### config.mk
export PLATFORM = sky130hd
export DESIGN_NAME = sync_serial_port
export DESIGN_NICKNAME = d
export VERILOG_FILES = /design/src/rtl/sync_serial_port.sv
export SDC_FILE = /design/constraint.sdc
export NUM_CORES = 1
export LEC_CHECK = 0
export BUFFER_PORTS_ARGS = -buffer_cell sky130_fd_sc_hd__buf_2
export CAP_MARGIN = 20
export CORE_MARGIN = 5
export CORE_UTILIZATION = 60
export DETAILED_ROUTE_END_ITERATION = 7
export PLACE_DENSITY = 0.83
export SLEW_MARGIN = 20
export SYNTH_ARGS = -nofsm -noshare
export SYNTH_HDL_FRONTEND = slang
export SYNTH_SLANG_ARGS = --single-unit
### constraint.sdc
create_clock -name clk -period 7.85 [get_ports clk]
set_clock_uncertainty 0.15 [all_clocks]
set_input_delay 2.355 -clock clk [delete_from_list [all_inputs] [get_ports clk]]
set_output_delay 2.355 -clock clk [all_outputs]
set_load 0.02 [all_outputs]
### src/rtl/sync_serial_port.sv
module sync_serial_port #(
  parameter int CSW = 3
) (
  input  logic           clk,
  input  logic           rst_n,
  input  logic           en,
  input  logic           full_duplex,
  input  logic           wide,
  input  logic           lsb_first,
  input  logic           irq_delay,
  input  logic           repeat_mode,
  input  logic [CSW-1:0] clk_sel,
  input  logic           tx_wr,
  input  logic [15:0]    tx_data,
  input  logic           rx_rd,
  output logic [15:0]    rx_data,
  output logic           busy,
  output logic           irq,
  input  logic           sck_in,
  output logic           sck_out,
  input  logic           sdi,
  output logic           sdo
);
  localparam int DIVW = (1 << CSW) - 1;

  logic            arst_n;
  logic            slave;
  logic [DIVW-1:0] half_m1;
  logic [DIVW-1:0] div_q;
  logic            busy_q, sck_q, sck_in_q, sdo_q, irq_q, dly_q;
  logic [15:0]     sh_q, txb_q, rxb_q;
  logic [4:0]      cnt_q;
  logic            tick, fall_ev, rise_ev, start, frame_end, use_dly, finish, out_bit;
  logic [4:0]      last;
  logic [15:0]     sh_nx, load;

  assign arst_n    = rst_n & en;
  assign slave     = &clk_sel;
  assign half_m1   = (DIVW'(1) << clk_sel) - DIVW'(1);
  assign tick      = !slave && busy_q && (div_q == half_m1);
  assign fall_ev   = busy_q && !dly_q && (slave ? (sck_in_q && !sck_in) : (tick && sck_q));
  assign rise_ev   = busy_q && !dly_q && (slave ? (!sck_in_q && sck_in) : (tick && !sck_q));
  assign last      = wide ? 5'd15 : 5'd7;
  assign out_bit   = lsb_first ? sh_q[0] : (wide ? sh_q[15] : sh_q[7]);
  assign sh_nx     = lsb_first ? (wide ? {sdi, sh_q[15:1]} : {8'h00, sdi, sh_q[7:1]})
                               : {sh_q[14:0], sdi};
  assign start     = !busy_q && (full_duplex ? tx_wr : rx_rd);
  assign frame_end = rise_ev && (cnt_q == last);
  assign use_dly   = irq_delay && !slave;
  assign finish    = (frame_end && !use_dly) || (dly_q && tick);
  assign load      = full_duplex ? (start ? tx_data : txb_q) : 16'h0000;

  always_ff @(posedge clk or negedge arst_n) begin
    if (!arst_n) begin
      div_q    <= '0;
      busy_q   <= 1'b0;
      sck_q    <= 1'b1;
      sck_in_q <= 1'b1;
      sdo_q    <= 1'b0;
      irq_q    <= 1'b0;
      dly_q    <= 1'b0;
      sh_q     <= '0;
      txb_q    <= '0;
      rxb_q    <= '0;
      cnt_q    <= '0;
    end else begin
      sck_in_q <= sck_in;
      irq_q    <= finish;
      div_q    <= (!busy_q || tick) ? '0 : div_q + DIVW'(1);
      if (tx_wr) txb_q <= tx_data;
      if (!full_duplex) sdo_q <= 1'b0;
      else if (fall_ev) sdo_q <= out_bit;
      if (start) begin
        busy_q <= 1'b1;
        sh_q   <= load;
        cnt_q  <= '0;
        sck_q  <= 1'b1;
        dly_q  <= 1'b0;
      end else if (busy_q) begin
        if (tick && !dly_q) sck_q <= !sck_q;
        if (rise_ev) begin
          sh_q  <= sh_nx;
          cnt_q <= cnt_q + 5'd1;
        end
        if (frame_end) begin
          rxb_q <= wide ? sh_nx : {8'h00, sh_nx[7:0]};
          if (use_dly) dly_q <= 1'b1;
        end
        if (finish) begin
          dly_q <= 1'b0;
          if (repeat_mode) begin
            sh_q  <= load;
            cnt_q <= '0;
          end else begin
            busy_q <= 1'b0;
          end
        end
      end
    end
  end

  assign rx_data = rxb_q;
  assign busy    = busy_q;
  assign irq     = irq_q;
  assign sck_out = sck_q;
  assign sdo     = sdo_q;
endmodule


Yosys cells after proc, flatten, opt, wreduce, memory -nomap -nowiden
Index checks and enable logic that the tools add are counted.
{"block": "word_totals", "regBits": 66, "input_bits": 31, "out_inout_bits": 20, "elab_cells": 88}
{"block": "op_classes", "addsub": 3, "n_eq_ne": 3, "shifts": 1, "mux": 36, "bitwise": 2, "reduce_logical": 32}
{"operator": "2-to-1 mux 16 bit", "n": 10}
{"operator": "2-to-1 mux 5 bit", "n": 5}
{"operator": "2-to-1 mux 1 bit", "n": 19}
{"operator": "logical AND 1 bit", "n": 15}
{"operator": "AND reduction 3 bit", "n": 3}
{"operator": "adder 7 x 1 -> 7 bit (second input constant)", "n": 1}
{"operator": "== test 7 bit", "n": 1}
{"operator": "zero test 1 bit", "n": 7}
{"operator": "2-to-1 mux 7 bit", "n": 1}
{"operator": "<< shifter 1 x 3 -> 7 bit (first input constant)", "n": 1}
{"operator": "subtractor 7 x 2 -> 7 bit (second input constant)", "n": 1}
{"operator": "nonzero test 3 bit", "n": 2}
{"operator": "adder 5 x 1 -> 5 bit (second input constant)", "n": 1}
{"operator": "== test 5 x 4 -> 1 bit", "n": 1}
{"operator": "2-to-1 mux 4 bit", "n": 1}
{"operator": "nonzero test 2 bit", "n": 2}
{"operator": "logical OR 1 bit", "n": 2}
{"operator": "!= test 2 x 1 -> 1 bit (second input constant)", "n": 1}
{"operator": "AND reduction 2 bit", "n": 1}
{"operator": "AND 1 bit", "n": 1}
{"operator": "inverter 1 bit", "n": 1}

Longest topological paths before layout
Gate-level depths: netlist (run 1).
{"block": "depth", "ltp_word": 13, "depth_mapped": 13, "ltp_nobuf": 10}

Least setup slack after synthesis (run 1)
No wires, ideal clock.
{"block": "synth_path", "path_kind": "in2reg", "startpoint": "input port clk_sel[0]", "endpoint": "register rxb_q[1] (netlist: rx_data[1])", "setup_ns": 0.128, "arrival_ns": 4.657, "required_time_ns": 7.572, "setup_slack_ns": 2.915, "stages": 10, "path_buffers": 2, "cell_sequence": "buf_2 or3_1 ha_1 xnor2_1 nor3_1 o2111ai_2 a211oi_2 buf_2 o21ai_2 mux2_1"}
{"block": "synth_via", "elab_chain_cells": 9, "elab_cells_between_ends": 12, "classes_between": "add/sub: 1; eq/ne: 1; shift: 1; mux: 1; reduce/logical: 8"}
{"element": "from (decl)", "line": "12", "text": "input logic [CSW-1:0] clk_sel,"}
{"element": "<< shifter 1 x 3 -> 7 bit / AND reduction 3 bit (equally long branches)", "line": "39, 38"}
{"element": "subtractor 7 x 2 -> 7 bit / zero test 1 bit (equally long branches)", "line": "39, 40"}
{"element": "== test 7 bit / logical AND 1 bit (equally long branches)", "line": "40", "text": "assign tick = !slave && busy_q && (div_q == half_m1);"}
{"element": "logical AND 1 bit", "line": "40"}
{"element": "logical AND 1 bit", "line": "42", "text": "assign rise_ev = busy_q && !dly_q && (slave ? (!sck_in_q && sck_in) : (tick && !sck_q));"}
{"element": "2-to-1 mux 1 bit (*)", "line": "42"}
{"element": "logical AND 1 bit (*)", "line": "42"}
{"element": "logical AND 1 bit (*)", "line": "48", "text": "assign frame_end = rise_ev && (cnt_q == last);"}
{"element": "AND reduction 3 bit (no source line) (*)"}
{"element": "to (signal assigned)", "line": "86", "text": "rxb_q <= wide ? sh_nx : {8'h00, sh_nx[7:0]};"}
{"element": "to (decl)", "line": "31", "text": "logic [15:0] sh_q, txb_q, rxb_q;"}
Mark *: on every way between the ends. The rest lies on a longest branch, timed or not.
A chain may end at the register's enable or synchronous reset.

Worst setup path after layout (run 1)
{"block": "layout_path", "startpoint": "input port clk_sel[1]", "endpoint": "register sh_q[0]"}
{"block": "layout_via", "elab_chain_cells": 13, "elab_cells_between_ends": 21, "classes_between": "add/sub: 1; eq/ne: 1; shift: 1; mux: 6; reduce/logical: 12"}
{"element": "<< shifter 1 x 3 -> 7 bit / AND reduction 3 bit (equally long branches)", "line": "39, 38"}
{"element": "subtractor 7 x 2 -> 7 bit / zero test 1 bit (equally long branches)", "line": "39, 40, 49"}
{"element": "== test 7 bit / logical AND 1 bit (equally long branches)", "line": "40"}
{"element": "logical AND 1 bit", "line": "40"}
{"element": "logical AND 1 bit", "line": "42"}
{"element": "2-to-1 mux 1 bit", "line": "42"}
{"element": "logical AND 1 bit", "line": "42"}
{"element": "logical AND 1 bit", "line": "48"}
{"element": "logical AND 1 bit", "line": "50", "text": "assign finish = (frame_end && !use_dly) || (dly_q && tick);"}
{"element": "logical OR 1 bit", "line": "50"}
{"element": "2-to-1 mux 16 bit (*)", "line": "89", "text": "if (finish) begin"}
{"element": "2-to-1 mux 16 bit (*)", "line": "79", "text": "end else if (busy_q) begin"}
{"element": "2-to-1 mux 16 bit (*)", "line": "73", "text": "if (start) begin"}
{"element": "to (signal assigned)", "line": "75", "text": "sh_q <= load;"}
{"element": "to (signal assigned)", "line": "82", "text": "sh_q <= sh_nx;"}
{"element": "to (signal assigned)", "line": "92", "text": "sh_q <= load;"}
{"element": "to (decl)", "line": "31"}
Mark *: on every way between the ends. The rest lies on a longest branch, timed or not. The select of a mux whose other input is x is not followed.

==> results by group, run 1 <==
Status
  • Run status: finished clean

Finish
  • Finished Core Util: 67.4%
  • Fillers: 505
  • Area Overhead vs Synth: 10.5%
  • Final #Nets: 472
  • Share of cells above drive strength 1: 22.6%
  • Commonest cells after routing, fill and taps aside: dfrtp_1 (64), buf_2 (50), nand2_1 (32), nor2_1 (25), nand3_1 (21)
  • Commonest non-fill, non-tap cell in the layout: dfrtp_1
  • # diodes: 0

Global route
  • Number of global-route vias before repair: 3151
  • First-pass GRT wire length: 15300 um
  • GRT Residual Overflow: 0
  • Pin count of the biggest net entering global routing: 67
  • Tot GR Track Use: 22.7%
  • Initial antenna violation count: 0

Clock tree
  • CTS tree: built
  • CTS buffer count: 9
  • Root Buffer: clkbuf_8
  • H-tree levels: 3
  • Clock Latency Late Sink: 340 ps
  • Clk pin slew, worst setup/hold paths: 70 ps
  • # resized after CTS: 0
  • Clock Tree Buf Depth: 2
  • # clock sinks: 66
  • # hold bufs at CTS: 0
  • Post-CTS Repair Setup Buffers: 0

Critical path
  • Setup Crit Path Kind: in2reg
  • Type of origin of the critical path: input pin
  • CP arrival: 5460 ps
  • CP max FO: 13
  • Crit path required time: 7910 ps
  • Slowest-stage cell, CP: a211oi_2
  • Worst-path cell chain: buf_2 > or3_1 > ha_1 > xor2_1 > xnor2_1 > o2111ai_2 > a211oi_2 > nor2_1 > a2111oi_0 > nor2_1
  • CP dominant cell by count: nor2_1
  • CP peak stage delay: 680 ps
  • CP Capture Type: flop

Power and ir drop
  • Pwr Density: 253 nW/um^2
  • Pwr Total: 0.00107 W
  • Leak: 1.88 nW
  • Max rail drop VDD: 0.177 mV

Placement
  • IO Port Bufs: 50
  • Post-DP HPWL: 6540 um
  • GPL Wtd Cong: 0.979

Yosys
  • Syn_nets: 435
  • Prevailing post-synth register cell: dfrtp_1
  • Warnings, synthesis: 0
  • Distinct cell type count after synthesis: 63
  • Synth area leaders: dfrtp_1 (42%), mux2_2 (5.0%), nand2_1 (3.1%), nand3_1 (2.7%), o211ai_1 (2.7%)
  • Synth area leader: dfrtp_1
  • Fraction of registers with async set/reset: 100%
  • Post-synth EDFFs: 0
  • Synthesized cell area: 3830 sq um
  • Register area share after synthesis: 43.2%
  • Post-synth top area share: 41.8%
  • Cells after Synth: 401
  • Synthesized area per cell: 9.55 sq um
  • Yosys reg bits: 66

Worst hold path
  • Worst min path class: reg2reg

STA
  • Final worst-path cycle share: 68.8%
  • Hold Vio Cnt, Final: 0
  • RSZ-0062 raised after global routing: no
  • Slew Viols, Final: 0
  • Setup violations, final: 0
  • Normalized max-slew margin: 44.3%
  • Least-Margin Pin Slew: 835 ps
  • Fin crit period: 5400 ps
  • Setup_tns: 0 ps
  • Fmax: 185 MHz

Die
  • Die X: 89.9 um
  • Die Area: 8080 sq um
  • Die Y: 89.9 um
  • Site Rows: 29
  • CORE AREA: 6280 sq um
  • Initial Util: 61.0%
  • Ports: 51

Drt
  • Vias: 3217
  • Iteration-0 DRC Markers: 246
  • DRC violations left: 0
  • Routed Antenna Nets: 0
  • Routed len/inst: 17.4 um
  • WL final: 9050 um
  • Avg Vias per Cell: 6.19
  • First-pass DRT Iterations: 5

Run
  • Max cap viols: 0
==> power by group <==
group	switching, W	leakage, nW	internal (W)
Clock	0.000130	0.0851	0.000122
Combinational	0.000153	0.953	0.000143
Sequential	0.000102	0.846	0.000420
==> kinds of logic after synthesis <==
logic type	synth area share [%]
AND/OR/NAND/NOR	16.9
AO/OA/AOI/OAI	21.9
flip-flops	43.2
buffers and inverters	4.80
multiplexers	8.59
XOR/XNOR	3.66
adder cells (fa/ha/maj)	0.980
==> flip-flops by register name, indices dropped and copies added, names as in the netlist <==
| signal | count |
|---|---|
| rx_data | 16 |
| sh_q | 16 |
| txb_q | 16 |
| div_q | 7 |
| cnt_q | 5 |
| busy | 1 |
| dly_q | 1 |
| irq | 1 |
| sck_in_q | 1 |
| sck_out | 1 |
| sdo | 1 |
==> layout make-up <==
| type | instances | area (sq um) | share of cell area (%) |
|---|---|---|---|
| timing repair buffer | 54 | 280 | 6.62 |
| multi-input combinational | 297 | 1990 | 47.1 |
| clock buffer | 11 | 141 | 3.34 |
| clock inverter | 5 | 30.0 | 0.709 |
| sequential | 66 | 1650 | 39.1 |
| tap | 77 | 96.3 | 2.28 |
| inverter | 10 | 37.5 | 0.887 |
==> worst paths after layout <==
path	startpoint	end	slack, ps	depth (start not counted)
max	clk_sel[1]	sh_q[0]	2450	10
min	rx_data[9]	rx_data[9]	340	2
max reg2reg	busy	sh_q[0]	4730	7
min reg2reg	rx_data[9]	rx_data[9]	340	2
max in group asynchronous	rst_n	txb_q[10]	4840	3
min in group asynchronous	en	rx_data[9]	2140	3
==> synthesized netlist by cell type, types with 6 or more instances <==
| cell type | instances |
|---|---|
| nor2b_1 | 9 |
| nor2_1 | 25 |
| mux2_2 | 17 |
| o211ai_1 | 14 |
| xor2_1 | 8 |
| mux2_1 | 6 |
| and3_1 | 11 |
| buf_2 | 8 |
| nand2_1 | 32 |
| o21ai_0 | 18 |
| nand3_1 | 21 |
| a211oi_1 | 9 |
| dfrtp_1 | 64 |
| a21oi_1 | 17 |
| a31oi_1 | 13 |
| clkbuf_1 | 13 |
| xnor2_1 | 8 |
| inv_1 | 10 |
| mux2i_1 | 7 |
| o21ai_1 | 15 |
==> metal layers <==
layer,vias to the layer above,wire length [um],track usage [%]
met5,-,0,0
met4,0,137,7.94
met3,17,429,4.01
met2,106,4400,35.7
met1,1564,4080,31.6
li1,1530,-,-
==> critical path: cells and delay by family <==
family	cells	cell delay, ps
fa+ha+maj	1	330
compound gates	3	1370
buf+inv	1	160
xor+xnor	2	390
simple gates	3	840
==> per-stage QoR <==
step	hold WS, ps	setup WS (ps)	instance area (sq um)	instances
finish	341	2450	4230	520
global route	353	2170	4230	520
CTS	346	2500	4230	520
detailed placement	329	2130	4060	504
global placement	319	2240	4060	504
floorplan	331	2920	3830	401
No activity file was read; power rests on OpenSTA's default activity.
==> run 2: changes to the inputs <==
Settings changed: ABC_AREA set to 1, CORE_UTILIZATION 60 to 58, PLACE_DENSITY 0.83 to 0.8.
Clock period 7.85 ns to 5.6 ns, I/O delays scaled along.
==> results by group, run 2 <==
STA
  • Fin crit period: 3990 ps
  • RSZ-0062 raised after global routing: no
  • Setup_tns: 0 ps
  • Least-Margin Pin Slew: 647 ps
  • Hold Vio Cnt, Final: 0
  • Setup violations, final: 0
  • Slew Viols, Final: 0
  • Fmax: 251 MHz
  • Normalized max-slew margin: 56.8%
  • Final worst-path cycle share: 71.3%

Placement
  • IO Port Bufs: 50
  • GPL Wtd Cong: 0.908
  • Post-DP HPWL: 6520 um

Critical path
  • FF-to-FF Start: busy
  • Type of origin of the critical path: input pin
  • CP max FO: 22
  • CP peak stage delay: 270 ps
  • R2R Setup Slk: 3010 ps
  • Slowest-stage cell, CP: ha_1
  • Crit path required time: 5730 ps
  • CP arrival: 4120 ps
  • Worst reg2reg path depth: 13
  • CP bufs+invs: 4
  • Family with the most delay on the worst path: simple AND/OR/NAND/NOR gates
  • CP Capture Type: flop
  • Setup Crit Path Kind: in2reg
  • CP dominant cell by count: nand2_1
  • Worst-path cell chain: buf_2 > nor2_1 > nand2_1 > ha_1 > inv_1 > nand2_1 > nand2_1 > nand2_1 > nand2_1 > nand3_1 > nor2_4 > nand3_2 > nand2_4 > nand2_4 > inv_4 > nand2_2 > inv_1 > o211a_1
  • Worst reg2reg path endpoint: dly_q

Clock tree
  • # clock sinks: 66
  • H-tree levels: 3
  • Post-CTS Repair Setup Buffers: 0
  • Clock Latency Late Sink: 340 ps
  • Root Buffer: clkbuf_8
  • Clock Tree Buf Depth: 2
  • # resized after CTS: 0
  • # hold bufs at CTS: 0
  • CTS tree: built
  • CTS buffer count: 9
  • Clk pin slew, worst setup/hold paths: 70 ps

Finish
  • Area Overhead vs Synth: 11.3%
  • Final #Nets: 594
  • Finished Core Util: 65.1%
  • Commonest non-fill, non-tap cell in the layout: nand2_1
  • Fillers: 595
  • # diodes: 0
  • Share of cells above drive strength 1: 17.7%
  • Commonest cells after routing, fill and taps aside: nand2_1 (158), dfrtp_1 (64), inv_1 (58), buf_2 (50), nand3_1 (46)

Yosys
  • Distinct cell type count after synthesis: 42
  • Cells after Synth: 519
  • Synthesized area per cell: 7.53 sq um
  • Post-synth top area share: 41.0%
  • Count leader, synth: nand2_1
  • Synth cell count leaders: nand2_1 (158), dfrtp_1 (64), inv_1 (59)
  • Synth area leader: dfrtp_1
  • Post-synth EDFFs: 0
  • Prevailing post-synth register cell: dfrtp_1
  • Fraction of registers with async set/reset: 100%
  • Register area share after synthesis: 42.3%
  • Yosys reg bits: 66
  • Synthesized cell area: 3910 sq um
  • Warnings, synthesis: 0
  • Synth area leaders: dfrtp_1 (41%), nand2_1 (15%), nand3_1 (5.9%), inv_1 (5.7%), o21ai_0 (5.4%)
  • Syn_nets: 553

Die
  • Die X: 92.1 um
  • CORE AREA: 6680 sq um
  • Die Area: 8480 sq um
  • Die Y: 92.1 um
  • Ports: 51
  • Initial Util: 58.5%
  • Site Rows: 30

Worst hold path
  • Hold path endpoint: rx_data[11]
  • Hold Path Stages: 2
  • HP Start: rx_data[11]
  • Worst min path class: reg2reg

Status
  • Run status: finished clean

Global route
  • Met2 Usage GRT: 31.9%
  • Initial antenna violation count: 0
  • Global route hottest layer: met1
  • Pin count of the biggest net entering global routing: 41
  • Grt met1 use: 34.0%
  • Tot GR Track Use: 22.5%
  • GRT Residual Overflow: 0
  • Number of global-route vias before repair: 3137
  • Met3 usage: 3.69%
  • First-pass GRT wire length: 15300 um

Power and ir drop
  • Internal power: 0.00105 W
  • Max rail drop VDD: 0.151 mV
  • P_sw: 0.000642 W
  • Pwr Total: 0.00169 W
  • Pwr Density: 388 nW/um^2
  • Sw Share: 38.0%
  • Clock power frac: 23.3%
  • Leak: 2.31 nW
  • Seq pwr share: 42.6%
  • Combinational power share: 34.1%

Run
  • Max cap viols: 0

Drt
  • DRC violations left: 0
  • Iteration-0 DRC Markers: 284
  • Vias: 3651
  • Routed Antenna Nets: 0
  • WL final: 8990 um
  • Routed len/inst: 14.0 um
  • First-pass DRT Iterations: 5
  • Avg Vias per Cell: 5.67
run 2: cell count changes after synthesis, moves of 8 or more:
| cell | before | now |
|---|---|---|
| nand2_1 | 32 | 158 |
| inv_1 | 10 | 59 |
| nand3_1 | 21 | 46 |
| o21ai_0 | 18 | 42 |
| a31oi_1 | 13 | 0 |
| and3_1 | 11 | 0 |
| mux2_2 | 17 | 6 |
| nor2b_1 | 9 | 0 |
| o22ai_1 | 2 | 10 |
run 2: power groups by stage:
stage / Sequential (W) / Clock (W) / Combinational, W
floorplan: 0.000727 / 0 / 0.000415
detailed placement: 0.000725 / 0 / 0.000566
global placement: 0.000721 / 0 / 0.000550
CTS: 0.000717 / 0.000400 / 0.000572
finish: 0.000720 / 0.000393 / 0.000575
global route: 0.000738 / 0.000425 / 0.000654
run 2: how the worst max path moves through the flow:
stage / start / to / slack (ps) / cells past startpoint
detailed placement: clk_sel[1] / dly_q / 1290 / 18
finish: clk_sel[1] / dly_q / 1610 / 18
global route: clk_sel[1] / rx_data[0] / 1330 / 19
floorplan: clk_sel[1] / sh_q[14] / 1900 / 19
CTS: clk_sel[1] / dly_q / 1640 / 18
global placement: clk_sel[1] / dly_q / 1390 / 18
run 2: per-stage QoR:
stage,setup slack [ps],cell area [sq um],hold WS (ps),instances
6_report,1610,4350,334,644
5_1_grt,1330,4350,368,644
4_1_cts,1640,4350,342,644
3_5_place_dp,1290,4160,324,629
3_3_place_gp,1390,4160,317,629
2_1_floorplan,1900,3910,321,519
run 2: routing by layer:
layer	part of all wire, %	wire length, um	vias up
met2	42	3820	135
met3	6.3	565	12
met1	49	4450	1710
met5	0	0	-
met4	1.7	155	0
li1	-	-	1794
run 2: worst register-to-register path, cell delays in order, from the launching register on:
cell and delay, ps:
dfrtp_1 650, nand2_1 100, nor2_1 90, nand2_1 50, nor2_1 90, nand2_1 90, nor2_4 110, nand3_2 90
nand2_4 110, nand2_4 170, inv_4 210, nand2_2 250, inv_1 200, o211a_1 150
run 2: area by class of cell:
type	count	area [sq um]	share of cell area, %
Multi-Input combinational cell	367	1900	43.6
Clock inverter	5	55.1	1.27
Inverter	64	243	5.58
Sequential cell	66	1650	38.0
Tap cell	80	100	2.30
Clock buffer	10	138	3.16
Timing Repair Buffer	52	265	6.10
run 2: cells by family after synthesis:
| group | after synthesis | share of synthesized area (%) |
|---|---|---|
| AOI/OAI and AO/OA | 90 | 13.5 |
| xor gates and xnor gates | 6 | 1.34 |
| adders and majority gates | 3 | 0.960 |
| buffers and inverters | 86 | 9.22 |
| DFF | 66 | 42.3 |
| muxes | 7 | 1.98 |
| and+or+nand+nor | 261 | 30.7 |
